--- config.mk ---
export PLATFORM = sky130hd
export DESIGN_NAME = busTermSeq
export DESIGN_NICKNAME = d
export VERILOG_FILES = /design/src/rtl/busTermPkg.sv /design/src/rtl/busTermCtrl.sv /design/src/rtl/busTermPath.sv /design/src/rtl/busTermSeq.sv
export SDC_FILE = /design/constraint.sdc
export NUM_CORES = 1
export LEC_CHECK = 0
export ABC_AREA = 1
export BUFFER_PORTS_ARGS = -buffer_cell sky130_fd_sc_hd__buf_2
export CORE_ASPECT_RATIO = 0.9
export CORE_MARGIN = 5
export CORE_UTILIZATION = 30
export DETAILED_ROUTE_END_ITERATION = 16
export GPL_TIMING_DRIVEN = 0
export PLACE_DENSITY = 0.6
export SLEW_MARGIN = 30
export SYNTH_ARGS = -nofsm -noshare
export SYNTH_HDL_FRONTEND = slang
export SYNTH_HIERARCHICAL = 1
export SYNTH_SLANG_ARGS = --single-unit
--- constraint.sdc ---
create_clock -name clk -period 1.4 [get_ports clk]
set_clock_uncertainty 0.2 [all_clocks]
set_input_delay 0.35 -clock clk [delete_from_list [all_inputs] [get_ports clk]]
set_output_delay 0.35 -clock clk [all_outputs]
set_load 0.05 [all_outputs]
--- src/rtl/busTermPkg.sv ---
package busTermPkg;

  typedef enum logic [1:0] {
    TERM_WAIT,
    TERM_ACK,
    TERM_RETRY,
    TERM_ERR
  } termKind_e;

  typedef struct packed {
    logic load;
    logic ack;
    logic last;
    logic retry;
    logic abortExc;
    logic abortQuiet;
    logic fill;
  } ctrlStrobe_t;

  // Both active-low inputs are judged from one and the same edge sample.
  function automatic termKind_e decodeTerm(input logic taN, input logic teaN);
    case ({taN, teaN})
      2'b01:   return TERM_ACK;
      2'b00:   return TERM_RETRY;
      2'b10:   return TERM_ERR;
      default: return TERM_WAIT;
    endcase
  endfunction

endpackage

--- src/rtl/busTermCtrl.sv ---
module busTermCtrl
  import busTermPkg::*;
#(
  parameter int BEATS = 4,
  localparam int BW = $clog2(BEATS)
) (
  input  logic              clk,
  input  logic              rstN,
  input  logic              startReq,
  input  logic              taN,
  input  logic              teaN,
  input  logic [BW-1:0]     beatIn,
  input  logic              lineQ,
  input  logic              writeQ,
  input  logic [BEATS-1:0]  maskQ,
  output ctrlStrobe_t       strobe,
  output logic              active
);

  typedef enum logic {ST_IDLE, ST_ACTIVE} ctrlState_e;
  ctrlState_e stateQ, stateD;
  termKind_e  kind;
  logic       lastBeat;
  logic       wanted;

  assign kind     = decodeTerm(taN, teaN);
  assign lastBeat = !lineQ || (beatIn == BW'(BEATS - 1));
  // Beat 0 always carries the requested word; later beats only if masked.
  assign wanted   = writeQ || !lineQ || (beatIn == '0) || maskQ[beatIn];
  assign active   = (stateQ == ST_ACTIVE);

  always_comb begin
    strobe = '0;
    stateD = stateQ;
    if (stateQ == ST_IDLE) begin
      strobe.load = startReq;
      if (startReq) stateD = ST_ACTIVE;
    end else begin
      case (kind)
        TERM_ACK: begin
          strobe.ack  = 1'b1;
          strobe.last = lastBeat;
          strobe.fill = lastBeat && lineQ && !writeQ;
          if (lastBeat) stateD = ST_IDLE;
        end
        TERM_RETRY: strobe.retry = 1'b1;
        TERM_ERR: begin
          strobe.abortExc   = wanted;
          strobe.abortQuiet = !wanted;
          stateD            = ST_IDLE;
        end
        default: ;
      endcase
    end
  end

  always_ff @(posedge clk) begin
    if (!rstN) stateQ <= ST_IDLE;
    else       stateQ <= stateD;
  end

  a_r3_wait_holds_beat: assert property (@(posedge clk) disable iff (!rstN)
    (active && taN && teaN) |=> (active && $stable(beatIn)));

  a_r6_retry_restarts: assert property (@(posedge clk) disable iff (!rstN)
    (active && !taN && !teaN) |=> (active && beatIn == '0));

  a_r7_error_ends_access: assert property (@(posedge clk) disable iff (!rstN)
    (active && taN && !teaN) |=> !active);

endmodule

--- src/rtl/busTermPath.sv ---
module busTermPath
  import busTermPkg::*;
#(
  parameter int BEATS = 4,
  localparam int BW = $clog2(BEATS)
) (
  input  logic              clk,
  input  logic              rstN,
  input  ctrlStrobe_t       strobe,
  input  logic              lineIn,
  input  logic              writeIn,
  input  logic [BEATS-1:0]  maskIn,
  output logic [BW-1:0]     beatQ,
  output logic              lineQ,
  output logic              writeQ,
  output logic [BEATS-1:0]  maskQ,
  output logic              beatAckQ,
  output logic              doneQ,
  output logic              fillQ,
  output logic              retryQ,
  output logic              quietQ,
  output logic              excQ,
  output logic [BW-1:0]     excBeatQ,
  output logic              excWriteQ
);

  always_ff @(posedge clk) begin
    if (!rstN) begin
      beatQ  <= '0;
      lineQ  <= 1'b0;
      writeQ <= 1'b0;
      maskQ  <= '0;
    end else if (strobe.load) begin
      beatQ  <= '0;
      lineQ  <= lineIn;
      writeQ <= writeIn;
      maskQ  <= maskIn;
    end else if (strobe.retry) begin
      beatQ <= '0;
    end else if (strobe.ack && !strobe.last) begin
      beatQ <= beatQ + 1'b1;
    end
  end

  always_ff @(posedge clk) begin
    if (!rstN) begin
      beatAckQ  <= 1'b0;
      doneQ     <= 1'b0;
      fillQ     <= 1'b0;
      retryQ    <= 1'b0;
      quietQ    <= 1'b0;
      excQ      <= 1'b0;
      excBeatQ  <= '0;
      excWriteQ <= 1'b0;
    end else begin
      beatAckQ <= strobe.ack;
      doneQ    <= strobe.ack && strobe.last;
      fillQ    <= strobe.fill;
      retryQ   <= strobe.retry;
      quietQ   <= strobe.abortQuiet;
      excQ     <= strobe.abortExc;
      if (strobe.abortExc) begin
        excBeatQ  <= beatQ;
        excWriteQ <= writeQ;
      end
    end
  end

  a_r8_outcomes_exclusive: assert property (@(posedge clk) disable iff (!rstN)
    $onehot0({excQ, retryQ, fillQ, quietQ}));

  a_r5_fill_only_full_read: assert property (@(posedge clk) disable iff (!rstN)
    fillQ |-> (doneQ && lineQ && !writeQ && beatQ == BW'(BEATS - 1)));

  a_r4_single_stays_beat0: assert property (@(posedge clk) disable iff (!rstN)
    (!lineQ) |-> (beatQ == '0));

endmodule

--- src/rtl/busTermSeq.sv ---
module busTermSeq
  import busTermPkg::*;
#(
  parameter int BEATS = 4,
  localparam int BW = $clog2(BEATS)
) (
  input  logic              clk,
  input  logic              rstN,
  input  logic              startReq,
  input  logic              lineAccess,
  input  logic              writeAccess,
  input  logic [BEATS-1:0]  wantMask,
  input  logic              taN,
  input  logic              teaN,
  output logic              busy,
  output logic [BW-1:0]     beatIdx,
  output logic              beatAck,
  output logic              accessDone,
  output logic              retryReq,
  output logic              fillValid,
  output logic              lineDropped,
  output logic              excStrobe,
  output logic [BW-1:0]     excBeat,
  output logic              excWrite
);

  ctrlStrobe_t       strobe;
  logic              lineQ;
  logic              writeQ;
  logic [BEATS-1:0]  maskQ;

  busTermCtrl #(.BEATS(BEATS)) u_ctrl (
    .clk(clk), .rstN(rstN), .startReq(startReq), .taN(taN), .teaN(teaN),
    .beatIn(beatIdx), .lineQ(lineQ), .writeQ(writeQ), .maskQ(maskQ),
    .strobe(strobe), .active(busy)
  );

  busTermPath #(.BEATS(BEATS)) u_path (
    .clk(clk), .rstN(rstN), .strobe(strobe),
    .lineIn(lineAccess), .writeIn(writeAccess), .maskIn(wantMask),
    .beatQ(beatIdx), .lineQ(lineQ), .writeQ(writeQ), .maskQ(maskQ),
    .beatAckQ(beatAck), .doneQ(accessDone), .fillQ(fillValid),
    .retryQ(retryReq), .quietQ(lineDropped), .excQ(excStrobe),
    .excBeatQ(excBeat), .excWriteQ(excWrite)
  );

endmodule

## Word-level counts from Yosys, hierarchy flattened

Index checks and enable logic that the tools add are counted.

- Register bits: 18
- Input port bits: 11
- Output and inout port bits: 12
- Word-level logic and storage cells: 52

- $add $sub $neg: 1
- Order comparisons: 1
- Equal/unequal tests: 6
- Multiplexer cells: 13
- Bitwise logic cells: 1
- Reductions and logical operators: 17

Operator list:

| cell | count |
|---|---|
| $eq A2 B2 Y1 const B | 4 |
| $mux W1 | 7 |
| $mux W6 | 1 |
| $pmux W2 S3 | 1 |
| $reduce_and A3 Y1 | 2 |
| $eq A2 B1 Y1 const B | 2 |
| $logic_and A1 B1 Y1 | 4 |
| $logic_not A1 Y1 | 4 |
| $logic_not A2 Y1 | 2 |
| $logic_or A1 B1 Y1 | 4 |
| $mux W2 | 2 |
| $lt A2 B3 Y1 const B | 1 |
| $reduce_or A3 Y1 | 1 |
| $add A2 B1 Y2 const B | 1 |
| $bmux W1 S2 | 1 |
| $pmux W1 S2 | 1 |
| $not A1 Y1 | 1 |

## Longest topological paths before layout

Gate-level depths: netlist of the first run.

- Word-level depth: 9
- Depth in mapped cells: 8
- Gate-level depth less buffers: 8

## Cells and area by module

Netlist of the first run, hierarchy kept.

By module, submodules not included:

| module | instances | cells an instance | area each (um^2) | seq. area each (um^2) |
|---|---|---|---|---|
| busTermPath | 1 | 72 | 575.6 | 340.3 |
| busTermCtrl | 1 | 30 | 160.2 | 20.0 |

## Worst setup path after synthesis of the first run

OpenSTA, ideal clock, no wires.

- Path type: reg2reg
- From: register u_path.beatQ[0]
- To: register u_path.excBeatQ[1]
- Library setup time: 70 ps
- Arrival time: 1,482 ps
- Data required time: 1,130 ps
- Setup slack: -352 ps
- Cell stages (with the launch flop): 7
- Buffers on the path: 0
- Period minus slack after synthesis: 1,752 ps
- Cells stage by stage: dfxtp_1 nand2_1 nand3_1 nand2_1 a21oi_1 o21ai_0 a21oi_1

RTL lines:

| what | line | source |
|---|---|---|
| start, declared | busTermPath.sv:13 | `output logic [BW-1:0] beatQ,` |
| start signal, assigned | busTermPath.sv:41 | `beatQ <= beatQ + 1'b1;` |
| end signal, assigned | busTermPath.sv:63 | `excBeatQ <= beatQ;` |
| end, declared | busTermPath.sv:23 | `output logic [BW-1:0] excBeatQ,` |

## Worst setup path in the final report of the first run

- From: register u_path.beatQ[1]
- To: output port beatIdx[1]

RTL lines:

| what | line | source |
|---|---|---|
| end, declared | busTermSeq.sv:16 | `output logic [BW-1:0] beatIdx,` |

No word-level cell between the ends.

==> results.sh, run 1 <==
export IMPL_fillers=240
export IMPL_min_from="wantMask[1]"
export IMPL_instances_no_fill=153
export IMPL_n_antenna_cell=0
export IMPL_syn_area_um2=703
export IMPL_fmax_ghz=0.726
export IMPL_io_buffers=21
export IMPL_cp_cell_sequence="buf_8"
export IMPL_first_pass_iters=4
export IMPL_clk_latency_ns=0.28
export IMPL_max_stage_delay_ns=0.40
export IMPL_p_leak_nw=0.484
export IMPL_cts_tree="done"
export IMPL_yosys_warnings=6
export IMPL_worst_setup_path_end_kind="output pin"
export IMPL_viasPerCell=4.42
export IMPL_routed_wirelength_mm=1.55
export IMPL_worst_pin_slew_ns=0.264
export IMPL_area_growth_pct=41.8
export IMPL_clock_sinks=17
export IMPL_reg2regPathDepth=7
export IMPL_cp_depth=1
export IMPL_first_iter_violations=12
export IMPL_drc=0
export IMPL_cts_buffer_depth=2
export IMPL_cts_buffers=3
export IMPL_clk_pin_slew_ns=0.10
export IMPL_syn_nets=109
export IMPL_root_buffer="clkbuf_4"
export IMPL_htree_levels=1
export IMPL_power_switching_uw=258
export IMPL_postRouteAntennaNets=0
export IMPL_core_um2=2200
export IMPL_nNetsFinal=138
export IMPL_ir_drop_v=0.000518
export IMPL_cp_top_family="flip-flops"
export IMPL_finalSetupTns_ns=0
export IMPL_start_util_pct=31.9
export IMPL_rsz0062_at_grt="true"
export IMPL_postLayoutCoreUtil_pct=45.3
export IMPL_cp_start_kind="register"
export IMPL_path_buf_inv=1
export IMPL_slowest_stage="dfxtp_4"
export IMPL_setup_viol=0
export IMPL_grt_pass1_vias=584
export IMPL_postCtsHoldBufs=0
export IMPL_crit_path_max_fanout=6
export IMPL_slew_headroom_pct=82.4
export IMPL_min_period_ns=1.38
export IMPL_p_per_area_nw_per_um2=932
export IMPL_grt_max_degree=10
export IMPL_seq_power_share_pct=55.6
export IMPL_whs_ns=0.0802
export IMPL_syn_inst=98
export IMPL_p_int_uw=671
export IMPL_ios=23
export IMPL_required_ns=0.85
export IMPL_dp_worst_setup_slack_ns=-0.205
export IMPL_antenna_found_initial=0
export IMPL_hold_path_endpoint="u_path/maskQ[1]"
export IMPL_overflow=0
export IMPL_postLayoutSetupSlackWorst_ns=0.0226
export IMPL_grtUsageTotal_pct=9.03
export IMPL_critPathKind="reg2out"
export IMPL_multi_input_area_um2=308
export IMPL_period_share_pct=98.4
export IMPL_hpwlAfterDp_mm=1.15
export IMPL_status="finished, final reports clean"
export IMPL_finalPower_uw=930
export IMPL_cap_violations=0
export IMPL_postLayoutCellArea_um2=997
export IMPL_syn_area_per_cell_um2=7.18
export IMPL_place_area_um2=857
export IMPL_place_gp_congestion=0.744
export IMPL_dieArea_um2=3410
export IMPL_p_clk_share_pct=27.8
export IMPL_slew_violations=0
export IMPL_comb_power_share_pct=16.6
export IMPL_ff2ff_setup_slack_ns=0.04
export IMPL_wl_per_cell_um=10.1
export IMPL_cp_arrival_ns=0.83
export IMPL_min_path_type="in2reg"
export IMPL_r2r_end="u_path/excBeatQ[1]"
export IMPL_finalHoldViolations=0
export IMPL_die_w_um=61.0
export IMPL_vias=676
export IMPL_min_path_cells=3
export IMPL_grt_pass1_wl_mm=2.42
export IMPL_dp_cells=146
export IMPL_std_cell_rows=16
export IMPL_final_seq_area_um2=355
export IMPL_drive_above_1_share_pct=35.7
export IMPL_die_y_um=55.9
export IMPL_r2r_start="u_path/beatQ[0]"
export IMPL_p_sw_share_pct=27.8
[flip-flops by register name, indices dropped and copies added (netlist names)]
signal            count
u_path/fillQ          1
u_path/quietQ         1
u_path/beatQ          2
u_path/writeQ         1
u_ctrl/active         1
u_path/beatAckQ       1
u_path/maskQ          3
u_path/excWriteQ      1
u_path/doneQ          1
u_path/retryQ         1
u_path/excQ           1
u_path/lineQ          1
u_path/excBeatQ       2
[metal layers]
layer / GRT usage, % / wire, µm / share of wire [%]
met2: 13.1 / 724 / 47
met5: 0 / 0 / 0
met3: 4.87 / 122 / 7.9
met1: 12.1 / 700 / 45
met4: 0.929 / 0 / 0
[power groups by stage]
stage / Combinational (mW) / Clock, mW / Sequential, mW
after floorplan: 0.0631 / 0 / 0.554
after global placement: 0.129 / 0 / 0.525
after detailed placement: 0.131 / 0 / 0.525
after CTS: 0.143 / 0.275 / 0.516
after global routing: 0.168 / 0.295 / 0.520
final: 0.154 / 0.258 / 0.517
[what timing repair did]
action / in CTS / in global routing
buffers inserted: 0 / 3
pin swaps: 0 / 3
setup endpoints to repair: 15 / 16
resized for setup: 20 / 12
[layout by cell type, fill, tap and decap left out]
cell type  count
or2_4          1
a21oi_1        4
buf_4          8
nor2_4         1
a21oi_4        1
clkbuf_1       1
nor2_2         4
nor3_1         1
nor2_1        15
dfxtp_1       11
nand3_1        4
nand2_1       18
o21ai_0        6
buf_6          6
o21ai_1        2
buf_8          2
nor3b_4        1
nand4_1        1
dfxtp_2        3
dfxtp_4        3
inv_1         18
inv_2          1
clkbuf_4       3
nand2_2        2
buf_2          9
[worst max-delay path by stage]
stage | from | end | slack (ns)
6_report | u_path/beatQ[1] | beatIdx[1] | 0.02
3_5_place_dp | taN | u_path/beatQ[1] | -0.20
2_1_floorplan | u_path/beatQ[0] | u_path/beatQ[1] | 0.01
5_1_grt | u_path/beatQ[1] | u_path/beatQ[1] | -0.06
3_3_place_gp | teaN | u_path/beatQ[1] | -0.17
4_1_cts | u_path/beatQ[0] | beatIdx[0] | -0.006
[final cells by class]
type,count,share of cell area [%]
plain buffers,1,1.13
clock buffers,4,2.63
inverters,19,7.15
multi-input cells,61,30.9
flip-flops and latches,17,35.6
well taps,27,3.39
repair buffers,24,19.2
[worst reg2reg max path: stages (launching register included)]
cell and delay [ns]:
dfxtp_4 0.38, inv_1 0.07, nand2_1 0.05, nand3_1 0.07, nand2_2 0.08, a21oi_4 0.23, buf_4 0.14, a21oi_1 0.05
No activity file was read; power rests on OpenSTA's default activity.
==> run 2: changes to the inputs <==
--- a/config.mk
+++ b/config.mk
@@ -6,7 +6,7 @@
 export NUM_CORES = 1
 export LEC_CHECK = 0
 export ABC_AREA = 1
-export BUFFER_PORTS_ARGS = -buffer_cell sky130_fd_sc_hd__buf_2
+export BUFFER_PORTS_ARGS = -buffer_cell sky130_fd_sc_hd__buf_4
 export CORE_ASPECT_RATIO = 0.9
 export CORE_MARGIN = 5
 export CORE_UTILIZATION = 30
==> run 2 against run 1 <==
Compared with the run above:
- the flow now finishes with violations (negative setup slack)
- setup slack got worse by 0.035 ns
- die area unchanged
- hold slack better by 0.0061 ns
- combinational power grew 3%
- non-clock buffer count stayed put
- register-to-register slack is essentially flat
- largest power group unchanged
==> results.sh, run 2 (same netlist as run 1, synthesis figures left out) <==
export IMPL_routed_wirelength_mm=1.53
export IMPL_hpwlAfterDp_mm=1.15
export IMPL_fmax_ghz=0.708
export IMPL_finalSetupTns_ns=-0.0128
export IMPL_final_cell_mix="buf_4, nand2_1, inv_1"
export IMPL_grtUsageTotal_pct=9.04
export IMPL_postLayoutCellArea_um2=1020
export IMPL_viasPerCell=4.22
export IMPL_postLayoutCoreUtil_pct=46.4
export IMPL_crit_path_max_fanout=7
export IMPL_place_gp_congestion=0.762
export IMPL_largestRegisters="u_path/maskQ x3, u_path/beatQ x2, u_path/excBeatQ x2"
export IMPL_cts_tree="done"
export IMPL_required_ns=0.85
export IMPL_drive_above_1_share_pct=37.3
export IMPL_io_buffers=21
export IMPL_grt_max_degree=11
export IMPL_std_cell_rows=16
export IMPL_slowest_stage="dfxtp_4"
export IMPL_worst_pin_slew_ns=0.265
export IMPL_postLayoutSetupSlackWorst_ns=-0.0128
export IMPL_cp_depth=1
export IMPL_status="complete, but fails checks"
export IMPL_p_per_area_nw_per_um2=908
export IMPL_n_antenna_cell=0
export IMPL_antenna_found_initial=0
export IMPL_setup_viol=1
export IMPL_reg2regPathDepth=6
export IMPL_first_iter_violations=9
export IMPL_finalPower_uw=928
export IMPL_cts_buffers=3
export IMPL_cts_buffer_depth=2
export IMPL_dieArea_um2=3410
export IMPL_cp_arrival_ns=0.86
export IMPL_root_buffer="clkbuf_4"
export IMPL_violations="negative setup slack"
export IMPL_p_leak_nw=0.495
export IMPL_largest_reg_flops=3
export IMPL_core_um2=2200
export IMPL_r2r_start="u_path/beatQ[0]"
export IMPL_cp_cell_sequence="buf_8"
export IMPL_start_util_pct=31.9
export IMPL_clk_latency_ns=0.29
export IMPL_rsz0062_at_grt="true"
export IMPL_slew_headroom_pct=82.3
export IMPL_nNetsFinal=138
export IMPL_place_area_um2=910
export IMPL_r2r_end="u_path/excWriteQ"
export IMPL_max_stage_delay_ns=0.42
export IMPL_overflow=0
export IMPL_top_register="u_path/maskQ"
export IMPL_critPathKind="reg2out"
export IMPL_min_path_type="in2reg"
export IMPL_finalHoldViolations=0
export IMPL_cp_start_kind="register"
export IMPL_clk_pin_slew_ns=0.10
export IMPL_vias=646
export IMPL_grt_pass1_wl_mm=2.38
export IMPL_wl_per_cell_um=10.0
export IMPL_slew_violations=0
export IMPL_area_growth_pct=45.4
export IMPL_postRouteAntennaNets=0
export IMPL_path_buf_inv=1
export IMPL_ir_drop_v=0.000496
export IMPL_cap_violations=0
export IMPL_instances_no_fill=153
export IMPL_min_period_ns=1.41
export IMPL_crit_start="u_path/beatQ[0]"
export IMPL_ff2ff_setup_slack_ns=0.03
export IMPL_drc=0
export IMPL_die_y_um=55.9
export IMPL_dp_cells=146
export IMPL_die_w_um=61.0
export IMPL_ios=23
export IMPL_worst_setup_path_end_kind="output pin"
export IMPL_clock_sinks=17
export IMPL_grt_pass1_vias=581
export IMPL_worstSetupEndpoint="beatIdx[0]"
export IMPL_htree_levels=1
export IMPL_first_pass_iters=4
export IMPL_period_share_pct=101
export IMPL_cp_top_family="flip-flops"
## run 2: routing by layer
layer	up-vias	GRT usage (%)	part of all wire (%)
met4	0	0.929	0
met2	18	13.9	46
met3	0	5.10	9.8
met5	-	0	0
li1	354	-	-
met1	274	11.3	44
## run 2: final cells by class
type	instances	area [µm²]
well taps	27	33.8
flip-flops and latches	17	354
repair buffers	24	214
inverters	19	71.3
fillers	230	1180
plain buffers	1	11.3
clock inverters	1	5.00
multi-input cells	61	310
clock buffers	3	22.5
## run 2: metrics by stage
stage | setup WS, ns | hold WS, ns
floorplan | 0.0149 | 0.249
global placement | -0.183 | 0.273
detailed placement | -0.182 | 0.273
CTS | -0.0143 | 0.0761
global route | -0.0667 | 0.0863
finish | -0.0128 | 0.0863
## run 2: how the worst min path moves through the flow
stage,from,end,slack (ns),depth (start not counted)
2_1_floorplan,u_path/writeQ,u_path/excWriteQ,0.25,2
3_3_place_gp,u_path/writeQ,u_path/excWriteQ,0.27,2
3_5_place_dp,u_path/writeQ,u_path/excWriteQ,0.27,2
4_1_cts,wantMask[3],u_path/maskQ[3],0.08,3
5_1_grt,lineAccess,u_path/lineQ,0.09,3
6_report,wantMask[2],u_path/maskQ[2],0.09,3
## run 2: repair_timing
action | 4_1_cts | 5_1_grt
setup endpoints to repair | 5 | 17
hold buffers | 0 | 0
resized for setup | 7 | 15
buffers inserted | 1 | 2
pin swaps | 0 | 2
## run 2: worst reg2reg max path, cell delays in order, from the launching register on
cell and delay, ns:
dfxtp_4 0.42, nand2_1 0.06, nand3_1 0.09, nand2_2 0.08, a21oi_4 0.24, o21ai_1 0.10
a21oi_1 0.11
## run 2: where the power goes
group	switching (mW)	total, mW	internal (mW)
Clock	0.145	0.251	0.106
Sequential	0.0153	0.517	0.502
Combinational	0.0944	0.159	0.0649
Total	0.255	0.928	0.673
